[config.mk]
export PLATFORM = sky130hd
export DESIGN_NAME = spi_stat_ctrl
export DESIGN_NICKNAME = d
export VERILOG_FILES = /design/src/rtl/spi_stat_pkg.sv /design/src/rtl/sstat_sync.sv /design/src/rtl/sstat_flag.sv /design/src/rtl/sstat_fault_det.sv /design/src/rtl/spi_stat_ctrl.sv
export SDC_FILE = /design/constraint.sdc
export NUM_CORES = 1
export LEC_CHECK = 0
export BUFFER_PORTS_ARGS = -buffer_cell sky130_fd_sc_hd__buf_4
export CAP_MARGIN = 15
export CELL_PAD_IN_SITES_DETAIL_PLACEMENT = 0
export CELL_PAD_IN_SITES_GLOBAL_PLACEMENT = 1
export CORE_ASPECT_RATIO = 0.75
export CORE_MARGIN = 3
export CORE_UTILIZATION = 32
export CTS_BUF_LIST = sky130_fd_sc_hd__clkbuf_16
export CTS_CLUSTER_SIZE = 16
export DETAILED_ROUTE_END_ITERATION = 16
export PLACE_DENSITY = 0.84
export SLEW_MARGIN = 20
export SYNTH_ARGS = -nofsm -noshare
export SYNTH_HDL_FRONTEND = slang
export SYNTH_SLANG_ARGS = --single-unit
[constraint.sdc]
create_clock -name clk -period 1.1 [get_ports clk]
set_clock_uncertainty 0.2 [all_clocks]
set_input_delay 0.055 -clock clk [delete_from_list [all_inputs] [get_ports clk]]
set_output_delay 0.055 -clock clk [all_outputs]
set_load 0.01 [all_outputs]
[src/rtl/spi_stat_pkg.sv]
package spi_stat_pkg;
  localparam int STAT_W    = 16;
  localparam int NFLAG     = 3;
  localparam int IDX_DONE  = 0;
  localparam int IDX_COLL  = 1;
  localparam int IDX_FAULT = 2;

  // Bit positions are visible to software, so they are fixed.
  localparam int POS_DONE  = 15;
  localparam int POS_COLL  = 14;
  localparam int POS_FAULT = 12;

  typedef logic [NFLAG-1:0]  flag_vec_t;
  typedef logic [STAT_W-1:0] stat_word_t;

  function automatic int flag_pos(input int idx);
    case (idx)
      IDX_DONE: flag_pos = POS_DONE;
      IDX_COLL: flag_pos = POS_COLL;
      default:  flag_pos = POS_FAULT;
    endcase
  endfunction

  function automatic stat_word_t pack_status(input flag_vec_t f);
    stat_word_t w;
    w = '0;
    for (int i = 0; i < NFLAG; i++) w[flag_pos(i)] = f[i];
    return w;
  endfunction

  function automatic stat_word_t stat_mask();
    return pack_status('1);
  endfunction

  // A read always clears the collision flag.
  // A write clears it only once a completion has been seen.
  function automatic logic coll_qualify(input logic seen, input logic rd, input logic wr);
    return rd | (seen & wr);
  endfunction
endpackage

[src/rtl/sstat_sync.sv]
module sstat_sync #(
  parameter int   STAGES   = 2,
  parameter logic RST_VAL  = 1'b1
) (
  input  logic clk,
  input  logic rst_n,
  input  logic d_async,
  output logic q_sync
);
  logic [STAGES-1:0] chain;

  always_ff @(posedge clk or negedge rst_n) begin
    if (!rst_n) chain <= {STAGES{RST_VAL}};
    else        chain <= {chain[STAGES-2:0], d_async};
  end

  assign q_sync = chain[STAGES-1];
endmodule

[src/rtl/sstat_flag.sv]
module sstat_flag (
  input  logic clk,
  input  logic rst_n,
  input  logic set_evt,
  input  logic arm_req,
  input  logic clr_acc,
  output logic flag_q,
  output logic arm_q,
  output logic clr_evt
);
  // A clear happens only when an armed flag meets its qualifying access.
  assign clr_evt = arm_q & clr_acc;

  always_ff @(posedge clk or negedge rst_n) begin
    if (!rst_n) begin
      flag_q <= 1'b0;
      arm_q  <= 1'b0;
    end else begin
      // A set event takes priority over a clear in the same cycle.
      if (set_evt)      flag_q <= 1'b1;
      else if (clr_evt) flag_q <= 1'b0;

      // The arm bit is dropped whenever a clearing access lands.
      // It is captured only if the flag reads 1 at the status read.
      if (clr_evt)                arm_q <= 1'b0;
      else if (arm_req && flag_q) arm_q <= 1'b1;
    end
  end
endmodule

[src/rtl/sstat_fault_det.sv]
module sstat_fault_det #(
  parameter int SYNC_STAGES = 2
) (
  input  logic clk,
  input  logic rst_n,
  input  logic ss_n,
  input  logic spi_en,
  input  logic master,
  output logic ss_sync,
  output logic fault_cond,
  output logic fault_evt
);
  logic cond_d;

  sstat_sync #(.STAGES(SYNC_STAGES), .RST_VAL(1'b1)) u_sync (
    .clk(clk), .rst_n(rst_n), .d_async(ss_n), .q_sync(ss_sync)
  );

  always_ff @(posedge clk or negedge rst_n) begin
    if (!rst_n) begin
      fault_cond <= 1'b0;
      cond_d     <= 1'b0;
    end else begin
      fault_cond <= spi_en & master & ~ss_sync;
      cond_d     <= fault_cond;
    end
  end

  assign fault_evt = fault_cond & ~cond_d;
endmodule

[src/rtl/spi_stat_ctrl.sv]
module spi_stat_ctrl
  import spi_stat_pkg::*;
#(
  parameter int SYNC_STAGES = 2
) (
  input  logic              clk,
  input  logic              rst_n,
  input  logic              bus_rd,
  input  logic              bus_wr,
  input  logic              sel_stat,
  input  logic              sel_data,
  input  logic              xfer_done_evt,
  input  logic              coll_evt,
  input  logic              ss_n,
  input  logic              cfg_spi_en,
  input  logic              cfg_master,
  output logic [STAT_W-1:0] rdata,
  output logic              fault_pulse
);
  // Bus decode.
  logic stat_rd, data_rd, data_wr;
  assign stat_rd = bus_rd & sel_stat;
  assign data_rd = bus_rd & sel_data;
  assign data_wr = bus_wr & sel_data;

  // Mode-fault detection.
  logic ss_sync, fault_cond, fault_evt;
  sstat_fault_det #(.SYNC_STAGES(SYNC_STAGES)) u_fault (
    .clk(clk), .rst_n(rst_n), .ss_n(ss_n),
    .spi_en(cfg_spi_en), .master(cfg_master),
    .ss_sync(ss_sync), .fault_cond(fault_cond), .fault_evt(fault_evt)
  );
  assign fault_pulse = fault_evt;

  // Records whether a completion was seen after the collision flag was armed.
  logic seen_q, coll_seen_cap;
  flag_vec_t flags, arms, clr_evts, set_v, acc_v;

  assign coll_seen_cap = stat_rd & flags[IDX_COLL];

  always_ff @(posedge clk or negedge rst_n) begin
    if (!rst_n)             seen_q <= 1'b0;
    else if (coll_seen_cap) seen_q <= flags[IDX_DONE] | xfer_done_evt;
    else if (xfer_done_evt) seen_q <= 1'b1;
  end

  always_comb begin
    set_v            = '0;
    acc_v            = '0;
    set_v[IDX_DONE]  = xfer_done_evt;
    set_v[IDX_COLL]  = coll_evt;
    set_v[IDX_FAULT] = fault_evt;
    acc_v[IDX_DONE]  = data_rd | data_wr;
    acc_v[IDX_COLL]  = coll_qualify(seen_q, data_rd, data_wr);
    acc_v[IDX_FAULT] = data_wr;
  end

  for (genvar g = 0; g < NFLAG; g++) begin : g_flag
    sstat_flag u_flag (
      .clk(clk), .rst_n(rst_n),
      .set_evt(set_v[g]), .arm_req(stat_rd), .clr_acc(acc_v[g]),
      .flag_q(flags[g]), .arm_q(arms[g]), .clr_evt(clr_evts[g])
    );
  end

  // Registered readback, driven to zero when no status read took place.
  always_ff @(posedge clk or negedge rst_n) begin
    if (!rst_n)       rdata <= '0;
    else if (stat_rd) rdata <= pack_status(flags);
    else              rdata <= '0;
  end
endmodule

==> impl_summary.txt, run 1 <==
----------------------------------------------------
[Status]
  Status ... finished with violations
  Failing checks ... negative hold slack, negative setup slack

[Clock network]
  Clock Root Buffer ... sky130_fd_sc_hd__clkbuf_16
  Number of buffers created by CTS ... 3
  Clk slew on worst S/H paths ... about 0.04 ns
  Number of sinks on the clock net ... 14
  Hold Buf Count CTS ... 7
  Level count of the clock H-tree ... 1
  Maximum buffer depth of the clock tree ... 2
  TritonCTS clock tree ... yes
  Number of buffers inserted by post-CTS setup repair ... 0
  Skew-Pair Late Insertion Delay ... 0.24 ns

[Synthesis]
  Yosys synthesis warning count ... 0
  Count of unique library cells instantiated by Yosys ... 17
  Cell type contributing the most total cell area after synthesis ... sky130_fd_sc_hd__dfrtp_1
  Number of standard cells after synthesis ... 49
  Top cells by count, synth ... sky130_fd_sc_hd__buf_4 (13), sky130_fd_sc_hd__dfrtp_1 (12), sky130_fd_sc_hd__nor2_1 (4)
  Syn Std Cell Area ... between 500 and 600 sq um
  Synthesized flop and latch total ... 14
  Post-synth ARST share ... 100%
  Per-instance average area after synthesis ... around 12 sq um
  Most used flip-flop cell after synthesis ... sky130_fd_sc_hd__dfrtp_1
  Leading post-synthesis cells by cell area ... sky130_fd_sc_hd__dfrtp_1 (51%), sky130_fd_sc_hd__buf_4 (17%), sky130_fd_sc_hd__dfstp_2 (8.9%)
  EDFF count, synth ... 0
  Cell with the most instances after synthesis ... sky130_fd_sc_hd__buf_4
  Part of the Yosys area used for sequential elements ... between 60% and 70%
  Area fraction of the dominant cell type after synthesis ... around 51%

[Pwr]
  Max VDD drop ... ~1.1 mV
  Internal power ... about 1.2 mW
  Seq pwr share ... between 40% and 50%
  Proportion of power drawn by combinational gates ... between 10% and 20%
  P per Cell Area ... ~1900 nW/um^2
  Sw Share ... approximately 22%
  Overall power of the completed layout ... about 1.6 mW
  Power spent charging and discharging nets ... 0.347 mW
  Leakage power of the design ... ~0.42 nW
  Clock network power share ... 43.4%

[Global route]
  Vias in the first global route ... a little under 400
  First-pass GRT wire length ... between 1.5 and 2 mm
  Antenna violations before repair ... 0
  Total global routing overflow ... 0
  Total routing resource utilization after global routing ... roughly 11%
  Largest net degree at the start of global routing ... 15

[Critical path]
  R2R Path End ... g_flag[1].u_flag.flag_q$_DFFE_PN0P_
  Kind of start point of the critical path ... register
  Max Fanout on Critical Path ... 2
  Worst reg2reg path startpoint ... seen_q$_DFFE_PN0P_
  Category of the critical setup timing path ... reg -> out
  CP arrival ... ~0.86 ns
  Required time of the critical path ... 0.84 ns
  Startpoint of the most critical setup path ... u_fault.cond_d$_DFF_PN0_
  Critical path capture point ... fault_pulse
  FF-to-FF path depth ... 2
  Critical path capture point type ... output pin
  Worst reg-to-reg setup slack ... roughly 0.08 ns

[Floorplanning]
  Standard-cell rows ... 12
  Effective utilization at floorplan ... between 30% and 40%
  Vert. Die Dim ... 43.1 microns
  Width of the die ... roughly 56 microns
  IO Count ... 28
  Std-Cell Core Area ... approximately 1600 sq um
  Die ar. ... roughly 2400 sq um

[Placed design]
  Number of buffer cells added on primary ports ... 14
  Routability cong. ... 0.801
  Number of placed cells counting well taps ... between 80 and 90
  Sum of net half-perimeters after detailed placement ... around 800 microns

[Layout]
  Number of fill cells in the layout ... 140
  Area growth syn-to-layout ... 43.0%
  Ant. Diodes ... 0
  Final #Nets ... 85
  Post-route non-filler standard cell count ... 94
  Proportion of layout cells with a drive suffix above 1 ... a little under a third
  Fraction of the core area covered by cells at the end of the flow ... between 50% and 60%

[Timing]
  Setup repair after global routing missed its margin ... true
  Number of failing setup endpoints in the final timing report ... 1
  Final worst setup slack ... -0.0122 ns
  Worst slack on hold paths ... -0.0751 ns
  Final Max Tran Viols ... 0
  Post-layout minimum cycle time ... ~1.1 ns
  Final Hold Violating Endpoints ... 19
  Tcrit/Tclk final ... 101%
  Top achievable clock speed ... ~0.9 GHz

[Route]
  Routed WL ... about 1.1 mm
  Final antenna-violating net count ... 0
  Detailed-route via count ... between 300 and 400
  First-iteration detailed-routing DRC count ... 10
  DRC violation count after routing ... 0
  DR vias/cell ... between 4 and 5
  Number of detailed-routing iterations run before antenna repair ... 3
  DR WL/cell ... about 12 microns

[Flow run]
  Max-cap violation count ... 0

[Hold path]
  Tightest Hold Check Type ... in -> reg
  Hold Crit Depth ... 2

----------------------------------------------------
[through the flow]
stage          setup TNS [ns]  setup WS (ns)  area (sq um)
2_1_floorplan               0          0.120           633
5_1_grt               -0.0599        -0.0599           841
4_1_cts               -0.0478        -0.0478           816
6_report              -0.0122        -0.0122           841
3_5_place_dp                0         0.0765           667
3_3_place_gp                0         0.0965           667
[cells by family after synthesis]
family / after synthesis / share of synthesized area [%]
AOI/OAI and AO/OA: 9 / 11.3
buffers and inverters: 14 / 17.2
DFF: 14 / 60.0
muxes: 1 / 1.70
other: 1 / 0.638
and+or+nand+nor: 10 / 9.15
[worst max-delay path, stage by stage, from the launching register on]
cell                      delay, ns
sky130_fd_sc_hd__dfrtp_1       0.39
sky130_fd_sc_hd__nor2b_4       0.12
sky130_fd_sc_hd__buf_6         0.10
[worst min path at each step]
stage,start,end
floorplan,rst_n,g_flag[0].u_flag.arm_q$_DFFE_PN0P_
global placement,rst_n,rdata[12]$_DFF_PN0_
detailed placement,rst_n,g_flag[2].u_flag.arm_q$_DFFE_PN0P_
CTS,sel_stat,rdata[15]$_DFF_PN0_
global route,sel_stat,rdata[15]$_DFF_PN0_
finish,sel_stat,rdata[15]$_DFF_PN0_
[sequential cells by signal (all words and copies together) (netlist names)]
| register | count |
|---|---|
| u_fault.fault_cond | 1 |
| rdata | 3 |
| u_fault.u_sync.chain | 2 |
| u_fault.cond_d | 1 |
| g_flag.u_flag.flag_q | 3 |
| seen_q | 1 |
| g_flag.u_flag.arm_q | 3 |
[metal layers]
| metal | track usage [%] | wire [microns] | vias to the layer above |
|---|---|---|---|
| met1 | 11.4 | 452 | 177 |
| li1 | - | - | 186 |
| met2 | 15.3 | 471 | 22 |
| met3 | 8.81 | 146 | 4 |
| met4 | 7.28 | 30 | 0 |
| met5 | 0 | 0 | - |
[cell type report]
cell class                 count  area (sq um)  area share (%)
clock buffer                   3          75.1            8.93
multi-input combinational     33           194            23.1
inverter                       1          3.75           0.446
clock inverter                 1          3.75           0.446
sequential                    14           353            42.0
timing repair buffer          21           185            22.0
tap                           21          26.3            3.13
[cell usage in the layout, fill, tap and decap left out, types with 2 or more instances in the layout]
cell type	netlist	final
sky130_fd_sc_hd__dfstp_2	2	2
sky130_fd_sc_hd__dlygate4sd3_1	0	6
sky130_fd_sc_hd__o21a_1	2	2
sky130_fd_sc_hd__dfrtp_1	12	12
sky130_fd_sc_hd__a31oi_1	2	2
sky130_fd_sc_hd__clkbuf_16	0	3
sky130_fd_sc_hd__a21o_1	3	3
sky130_fd_sc_hd__and3_1	2	2
sky130_fd_sc_hd__buf_6	0	2
sky130_fd_sc_hd__buf_4	13	12
sky130_fd_sc_hd__conb_1	1	13
sky130_fd_sc_hd__nor2_1	4	4
[power by group through the flow]
stage / Combinational [mW] / Sequential, mW / Clock, mW
finish: 0.220 / 0.664 / 0.677
global route: 0.245 / 0.677 / 0.729
CTS: 0.214 / 0.662 / 0.697
detailed placement: 0.195 / 0.667 / 0
global placement: 0.188 / 0.661 / 0
floorplan: 0.145 / 0.659 / 0
[repair_timing]
| action | 4_1_cts | 5_1_grt |
|---|---|---|
| gates resized for setup | 0 | 6 |
| hold endpoints to repair | 26 | 6 |
| setup endpoints to repair | 1 | 4 |
| pin swaps | 0 | 1 |
Power figures use the tool's default switching activity.
==> run 2: changes to the inputs <==
--- a/config.mk
+++ b/config.mk
@@ -16,6 +16,7 @@
 export CTS_CLUSTER_SIZE = 16
 export DETAILED_ROUTE_END_ITERATION = 16
 export PLACE_DENSITY = 0.84
+export SETUP_SLACK_MARGIN = 0.5
 export SLEW_MARGIN = 20
 export SYNTH_ARGS = -nofsm -noshare
 export SYNTH_HDL_FRONTEND = slang
==> run 2 against run 1 <==
Compared with the run above:
- cell count fell by 5.3%
- cell area fell by 4.8%
- the flow still finishes with violations (negative hold slack, negative setup slack)
- register-to-register slack got worse by 0.05 ns
- setup slack got worse by 0.012 ns
- first-iteration DRC count fell by 60%
- clock-buffer cell count did not move
- combinational power barely moved
- sequential share of layout area rose by 2.1 points
- sequential cell count did not move
- critical path type unchanged
- global-route usage fell by 0.65 points
- hold slack got worse by 0.47 ns
==> impl_summary.txt, run 2 (synthesis results as in run 1) <==
----------------------------------------------------
[Status]
  Failing checks ... negative hold slack, negative setup slack
  Status ... finished with violations

[Placed design]
  Routability cong. ... 0.701 (-12%)
  Sum of net half-perimeters after detailed placement ... 733 microns (-8.1%)
  Number of placed cells counting well taps ... 83 (unchanged)
  Standard cell area after detailed placement ... 674 sq um (+1.1%)
  Worst Setup Slack post-DPL ... 0.0796 ns (+0.00310 ns)
  Number of buffer cells added on primary ports ... 14 (unchanged)

[Critical path]
  Kind of start point of the critical path ... register
  Category of the critical setup timing path ... reg -> out
  Worst reg-to-reg setup slack ... 0.03 ns (-0.05 ns)
  Cell Chain, Critical Path ... nor2b_4 -> buf_6
  Required time of the critical path ... 0.84 ns (about the same)
  Critical path capture point type ... output pin
  Max Fanout on Critical Path ... 2 (unchanged)
  Delay of the slowest critical-path stage ... 0.39 ns (about the same)
  R2R Path End ... g_flag[2].u_flag.flag_q$_DFFE_PN0P_
  Worst reg2reg path startpoint ... u_fault.fault_cond$_DFF_PN0_
  FF-to-FF path depth ... 3 (+1)
  Critical-path top delay cell ... sky130_fd_sc_hd__dfrtp_1
  CP arrival ... 0.87 ns (about the same)

[Global route]
  Antenna violations before repair ... 0 (unchanged)
  Largest net degree at the start of global routing ... 15 (unchanged)
  Total routing resource utilization after global routing ... 10.4% (-0.65 points)
  Vias in the first global route ... 363 (-6.4%)
  Total global routing overflow ... 0 (unchanged)
  First-pass GRT wire length ... 1.78 mm (-2.3%)

[Timing]
  Final TNS setup ... -0.0243 ns (-0.0121 ns)
  Setup repair after global routing missed its margin ... true
  Worst slack on hold paths ... -0.548 ns (-0.473 ns)
  Tcrit/Tclk final ... 102% (+1.1 points)
  Final worst setup slack ... -0.0243 ns (-0.0121 ns)
  Final Max Tran Viols ... 0 (unchanged)
  Number of failing setup endpoints in the final timing report ... 1 (unchanged)
  Post-layout minimum cycle time ... 1.12 ns (+0.0121 ns)
  Top achievable clock speed ... 0.889 GHz (-1.1%)
  Final Hold Violating Endpoints ... 26 (+7)

[Pwr]
  Overall power of the completed layout ... 1.57 mW (+0.32%)
  Max VDD drop ... 1.11 mV (+4.6%)
  Sw Share ... 22.6% (+0.38 points)
  Power spent charging and discharging nets ... 0.354 mW (+2.0%)
  Leakage power of the design ... 0.391 nW (-6.3%)
  Clock network power share ... 43.2% (-0.2 points)
  Seq pwr share ... 42.7% (+0.2 points)
  P per Cell Area ... 1960 nW/um^2 (+5.3%)
  Internal power ... 1.21 mW (-0.16%)
  Proportion of power drawn by combinational gates ... 14.0% (about the same)

[Route]
  Routed WL ... 1.09 mm (-0.73%)
  DRC violation count after routing ... 0 (unchanged)
  First-iteration detailed-routing DRC count ... 4 (-6)
  Final antenna-violating net count ... 0 (unchanged)
  DR vias/cell ... 4.24 (+2.4%)
  DR WL/cell ... 12.3 microns (+4.8%)
  Number of detailed-routing iterations run before antenna repair ... 4 (+1)
  Detailed-route via count ... 377 (-3.1%)

[Clock network]
  Level count of the clock H-tree ... 1 (unchanged)
  Maximum buffer depth of the clock tree ... 2 (unchanged)
  TritonCTS clock tree ... yes
  Skew-Pair Late Insertion Delay ... 0.24 ns (about the same)
  Number of sinks on the clock net ... 14 (unchanged)
  Clock Root Buffer ... sky130_fd_sc_hd__clkbuf_16
  Clk slew on worst S/H paths ... 0.05 ns (about the same)
  Number of buffers created by CTS ... 3 (unchanged)

[Layout]
  Area growth syn-to-layout ... 36.2%
  Number of fill cells in the layout ... 146 (+4.3%)
  Proportion of layout cells with a drive suffix above 1 ... 38.2% (+8.1 points)
  Post-route non-filler standard cell count ... 89 (-5.3%)
  Registers with the most flip-flops ... g_flag.u_flag.arm_q (3), g_flag.u_flag.flag_q (3), rdata (3)
  Final #Nets ... 80 (-5.9%)
  Fraction of the core area covered by cells at the end of the flow ... 49.8% (-2.5 points)
  Design area ... 801 sq um (-4.8%)
  Most common library cell in the layout ignoring fill and taps ... sky130_fd_sc_hd__conb_1
  Ant. Diodes ... 0 (unchanged)
  Most used cells in the layout excluding fill and tap cells ... sky130_fd_sc_hd__conb_1 (13), sky130_fd_sc_hd__dfrtp_1 (12), sky130_fd_sc_hd__buf_4 (12), sky130_fd_sc_hd__nor2_1 (4), sky130_fd_sc_hd__buf_6 (4)

[Floorplanning]
  Width of the die ... 55.5 microns (unchanged)
  Standard-cell rows ... 12 (unchanged)
  Die ar. ... 2390 sq um (unchanged)
  Effective utilization at floorplan ... 36.6% (unchanged)
  IO Count ... 28 (unchanged)
  Std-Cell Core Area ... 1610 sq um (unchanged)
  Vert. Die Dim ... 43.1 microns (unchanged)

[Flow run]
  Max-cap violation count ... 0 (unchanged)

[Hold path]
  Tightest Hold Check Type ... in -> async

----------------------------------------------------
==> run 2: cell count changes in the layout (fill, tap and decap cells not counted), sizes merged <==
cell,before,now
dlygate4sd3,6,0
buf,14,16
clkinv,1,0
dlymetal6s4s,1,0
inv,1,2
==> run 2: area by class of cell <==
cell class | count | area (sq um) | area share (%)
sequential | 14 | 353 | 44.1
multi-input combinational | 33 | 204 | 25.5
timing repair buffer | 16 | 135 | 16.9
clock buffer | 3 | 75.1 | 9.38
tap | 21 | 26.3 | 3.28
clock inverter | 1 | 3.75 | 0.469
inverter | 1 | 3.75 | 0.469
==> run 2: layer usage <==
| metal | GRT usage (%) | wire length, microns | share of wire [%] |
|---|---|---|---|
| met1 | 10.7 | 427 | 39 |
| met2 | 17.0 | 563 | 52 |
| met3 | 5.78 | 76 | 7.0 |
| met4 | 5.83 | 24 | 2.2 |
| met5 | 0 | 0 | 0 |
==> run 2: critical path: cells and delay by family, from the launching register on <==
kind | cells | cell delay, ns
flip-flops | 1 | 0.39
AND/OR/NAND/NOR | 1 | 0.13
buffers and inverters | 1 | 0.11
==> run 2: power groups by stage <==
stage	sequential [mW]	combinational [mW]	clock, mW
floorplan	0.660	0.147	0
global placement	0.665	0.188	0
detailed placement	0.665	0.194	0
CTS	0.670	0.222	0.686
global route	0.678	0.239	0.723
finish	0.669	0.220	0.677
==> run 2: repair_timing <==
item,4_1_cts,5_1_grt
setup buffers,2,0
pin swaps,3,2
hold endpoints to repair,26,24
gates resized for setup,7,0
setup endpoints to repair,17,17
==> run 2: worst max-delay path by stage <==
stage          cells past startpoint                             endpoint                                start
2_1_floorplan                      2   g_flag[0].u_flag.arm_q$_DFFE_PN0P_  g_flag[0].u_flag.flag_q$_DFFE_PN0P_
4_1_cts                            2                          fault_pulse             u_fault.cond_d$_DFF_PN0_
5_1_grt                            2                          fault_pulse             u_fault.cond_d$_DFF_PN0_
3_3_place_gp                       2  g_flag[1].u_flag.flag_q$_DFFE_PN0P_                   seen_q$_DFFE_PN0P_
6_report                           2                          fault_pulse             u_fault.cond_d$_DFF_PN0_
3_5_place_dp                       2   g_flag[0].u_flag.arm_q$_DFFE_PN0P_  g_flag[0].u_flag.flag_q$_DFFE_PN0P_
==> run 3: changes to the inputs <==
--- a/config.mk
+++ b/config.mk
@@ -5,6 +5,7 @@
 export SDC_FILE = /design/constraint.sdc
 export NUM_CORES = 1
 export LEC_CHECK = 0
+export ABC_AREA = 1
 export BUFFER_PORTS_ARGS = -buffer_cell sky130_fd_sc_hd__buf_4
 export CAP_MARGIN = 15
 export CELL_PAD_IN_SITES_DETAIL_PLACEMENT = 0
@@ -15,7 +16,7 @@
 export CTS_BUF_LIST = sky130_fd_sc_hd__clkbuf_16
 export CTS_CLUSTER_SIZE = 16
 export DETAILED_ROUTE_END_ITERATION = 16
-export PLACE_DENSITY = 0.84
+export PLACE_DENSITY = 0.85
 export SETUP_SLACK_MARGIN = 0.5
 export SLEW_MARGIN = 20
 export SYNTH_ARGS = -nofsm -noshare
==> run 3 against run 2 <==
Compared with the run above:
- the flow finishes with violations (negative hold slack)
- cell area is 8.0% higher
- clock-buffer cell count unchanged
- global-route usage is 0.99 points lower
- synthesized cell count increased by 33%
- sequential share of layout area down 3.3 points
- largest power group is now sequential cells
==> impl_summary.txt, run 3 <==
----------------------------------------------------
[Status]
  Status ... finished with violations
  Failing checks ... negative hold slack

[Pwr]
  Sw Share ... 26.2% (+3.6 points)
  Power spent charging and discharging nets ... 0.444 mW (+26%)
  Clock network power share ... 40.0% (-3.2 points)
  Max VDD drop ... 1.38 mV (+24%)
  Internal power ... 1.25 mW (+3.3%)
  Seq pwr share ... 40.4% (-2.3 points)
  Proportion of power drawn by combinational gates ... 19.6% (+5.6 points)
  P per Cell Area ... 1960 nW/um^2 (+0.33%)
  Leakage power of the design ... 0.459 nW (+18%)

[Clock network]
  Level count of the clock H-tree ... 1 (unchanged)
  TritonCTS clock tree ... yes
  Number of sinks on the clock net ... 14 (unchanged)
  Clock Root Buffer ... sky130_fd_sc_hd__clkbuf_16
  Skew-Pair Late Insertion Delay ... 0.24 ns (about the same)
  Maximum buffer depth of the clock tree ... 2 (unchanged)
  Number of buffers created by CTS ... 3 (unchanged)
  Clk slew on worst S/H paths ... 0.05 ns (about the same)

[Layout]
  Footprint of the multi-input gates ... 218 sq um (+6.7%)
  Most common library cell in the layout ignoring fill and taps ... sky130_fd_sc_hd__conb_1
  Registers with the most flip-flops ... g_flag.u_flag.arm_q (3), g_flag.u_flag.flag_q (3), rdata (3)
  Most used cells in the layout excluding fill and tap cells ... sky130_fd_sc_hd__conb_1 (13), sky130_fd_sc_hd__nand2_1 (12), sky130_fd_sc_hd__dfrtp_1 (12), sky130_fd_sc_hd__buf_4 (11), sky130_fd_sc_hd__inv_2 (7)
  Post-route non-filler standard cell count ... 107 (+20%)
  Final #Nets ... 97 (+21%)
  Proportion of layout cells with a drive suffix above 1 ... 47.1% (+8.8 points)
  Area growth syn-to-layout ... 38.5%
  Ant. Diodes ... 0 (unchanged)
  Number of fill cells in the layout ... 170 (+16%)
  Sequential cell area ... 353 sq um (unchanged)

[Global route]
  Total routing resource utilization after global routing ... 9.44% (-0.99 points)
  Vias in the first global route ... 383 (+5.5%)
  Total global routing overflow ... 0 (unchanged)
  Largest net degree at the start of global routing ... 15 (unchanged)
  First-pass GRT wire length ... 1.74 mm (-2.4%)
  Antenna violations before repair ... 0 (unchanged)

[Synthesis]
  Cell type contributing the most total cell area after synthesis ... sky130_fd_sc_hd__dfrtp_1
  Part of the Yosys area used for sequential elements ... 56.5% (-3.5 points)
  Count of unique library cells instantiated by Yosys ... 16 (-1)
  Per-instance average area after synthesis ... 9.61 sq um (-20%)
  Leading post-synthesis cells by cell area ... sky130_fd_sc_hd__dfrtp_1 (48%), sky130_fd_sc_hd__buf_4 (16%), sky130_fd_sc_hd__dfstp_2 (8.4%)
  Yosys synthesis warning count ... 0 (unchanged)
  Post-synth ARST share ... 100% (unchanged)
  Cell with the most instances after synthesis ... sky130_fd_sc_hd__nand2_1
  Top cells by count, synth ... sky130_fd_sc_hd__nand2_1 (14), sky130_fd_sc_hd__buf_4 (13), sky130_fd_sc_hd__dfrtp_1 (12)
  Number of standard cells after synthesis ... 65 (+33%)
  EDFF count, synth ... 0 (unchanged)
  Most used flip-flop cell after synthesis ... sky130_fd_sc_hd__dfrtp_1
  Area fraction of the dominant cell type after synthesis ... 48.1% (-3.0 points)
  Syn Std Cell Area ... 624 sq um (+6.2%)
  Synthesized flop and latch total ... 14 (unchanged)

[Floorplanning]
  Vert. Die Dim ... 44.3 microns (+2.6%)
  Width of the die ... 57.0 microns (+2.7%)
  Standard-cell rows ... 13 (+1)
  Std-Cell Core Area ... 1790 sq um (+11%)
  Die ar. ... 2520 sq um (+5.4%)
  IO Count ... 28 (unchanged)
  Effective utilization at floorplan ... 34.9% (-1.7 points)

[Critical path]
  Critical path capture point type ... output pin
  Kind of start point of the critical path ... register
  Max Fanout on Critical Path ... 2 (unchanged)
  Category of the critical setup timing path ... reg -> out
  CP arrival ... 0.84 ns (-0.03 ns)
  Required time of the critical path ... 0.84 ns (about the same)

[Timing]
  Top achievable clock speed ... 0.914 GHz (+2.7%)
  Final Hold Violating Endpoints ... 23 (-12%)
  Post-layout minimum cycle time ... 1.09 ns (-0.0297 ns)
  Worst slack on hold paths ... -0.546 ns (+0.00192 ns)
  Final TNS setup ... 0 ns (+0.0243 ns)
  Final Max Tran Viols ... 0 (unchanged)
  Final worst setup slack ... 0.00539 ns (+0.0297 ns)
  Setup repair after global routing missed its margin ... true
  Number of failing setup endpoints in the final timing report ... 0 (-1)
  Tcrit/Tclk final ... 99.5% (-2.7 points)

[Placed design]
  Number of placed cells counting well taps ... 100 (+20%)
  Worst Setup Slack post-DPL ... 0.114 ns (+0.0343 ns)
  Routability cong. ... 0.731 (+4.2%)
  Sum of net half-perimeters after detailed placement ... 770 microns (+5.0%)
  Number of buffer cells added on primary ports ... 14 (unchanged)

[Route]
  DR WL/cell ... 10.5 microns (-15%)
  DR vias/cell ... 3.78 (-11%)
  First-iteration detailed-routing DRC count ... 4 (unchanged)
  Number of detailed-routing iterations run before antenna repair ... 4 (unchanged)
  Routed WL ... 1.12 mm (+2.7%)
  DRC violation count after routing ... 0 (unchanged)
  Final antenna-violating net count ... 0 (unchanged)
  Detailed-route via count ... 404 (+7.2%)

[Hold path]
  Tightest Hold Check Type ... in -> async

[Flow run]
  Max-cap violation count ... 0 (unchanged)

----------------------------------------------------
-- run 3: critical path, stage by stage, from the launching register on --
cell,delay [ns]
sky130_fd_sc_hd__dfrtp_1,0.38
sky130_fd_sc_hd__inv_2,0.08
sky130_fd_sc_hd__nor2_4,0.04
sky130_fd_sc_hd__buf_6,0.11
-- run 3: logic make-up (layout without fill, tap and decap cells) --
family	Yosys count	after routing	synth area share (%)
AND/OR/NAND/NOR	22	22	15.4
flip-flops	14	14	56.5
AO/OA/AOI/OAI	5	5	5.81
other	1	13	0.601
buffers and inverters	23	31	21.6
-- run 3: timing repair --
action | 4_1_cts | 5_1_grt
endpoints found under the hold margin | 23 | 23
buffers inserted | 1 | 2
setup endpoints to repair | 17 | 17
resized for setup | 8 | 8
pin swaps | 1 | 3
-- run 3: worst paths after layout --
kind,depth (start not counted),end,slack [ns],start
max,3,fault_pulse,0.005,u_fault.fault_cond$_DFF_PN0_
min,1,g_flag[0].u_flag.arm_q$_DFFE_PN0P_,-0.55,rst_n
max reg2reg,5,g_flag[1].u_flag.flag_q$_DFFE_PN0P_,0.11,seen_q$_DFFE_PN0P_
min reg2reg,0,u_fault.u_sync.chain[1]$_DFF_PN1_,0.16,u_fault.u_sync.chain[0]$_DFF_PN1_
max in group asynchronous,1,u_fault.u_sync.chain[1]$_DFF_PN1_,1.01,rst_n
min in group clk,1,u_fault.u_sync.chain[0]$_DFF_PN1_,-0.28,ss_n
-- run 3: power by group through the flow --
| stage | clock, mW | sequential (mW) | combinational, mW |
|---|---|---|---|
| after detailed placement | 0 | 0.682 | 0.261 |
| after global placement | 0 | 0.678 | 0.254 |
| after floorplan | 0 | 0.679 | 0.204 |
| after CTS | 0.692 | 0.682 | 0.288 |
| final | 0.679 | 0.685 | 0.332 |
| after global routing | 0.719 | 0.693 | 0.371 |
-- run 3: through the flow --
step | cell area [sq um] | utilization [%] | hold slack [ns] | power [mW]
2_1_floorplan | 677 | - | -0.441 | 0.883
3_3_place_gp | 712 | 39.8 | -0.290 | 0.932
3_5_place_dp | 712 | 39.8 | -0.286 | 0.942
4_1_cts | 830 | 46.4 | -0.540 | 1.66
5_1_grt | 865 | 48.3 | -0.536 | 1.78
6_report | 865 | 48.3 | -0.546 | 1.70
-- run 3: metal layers --
| layer | vias up | share of wire [%] | GRT usage, % |
|---|---|---|---|
| met5 | - | 0 | 0 |
| met4 | 0 | 0.71 | 1.39 |
| met3 | 2 | 8.6 | 5.54 |
| met2 | 19 | 46 | 15.3 |
| met1 | 173 | 44 | 11.2 |
| li1 | 210 | - | - |
-- run 3: cell type report --
class	instances	share of cell area, %
inverters	10	4.34
repair buffers	17	17.4
well taps	22	3.18
flip-flops and latches	14	40.8
clock buffers	3	8.68
clock inverters	1	0.434
multi-input cells	40	25.2
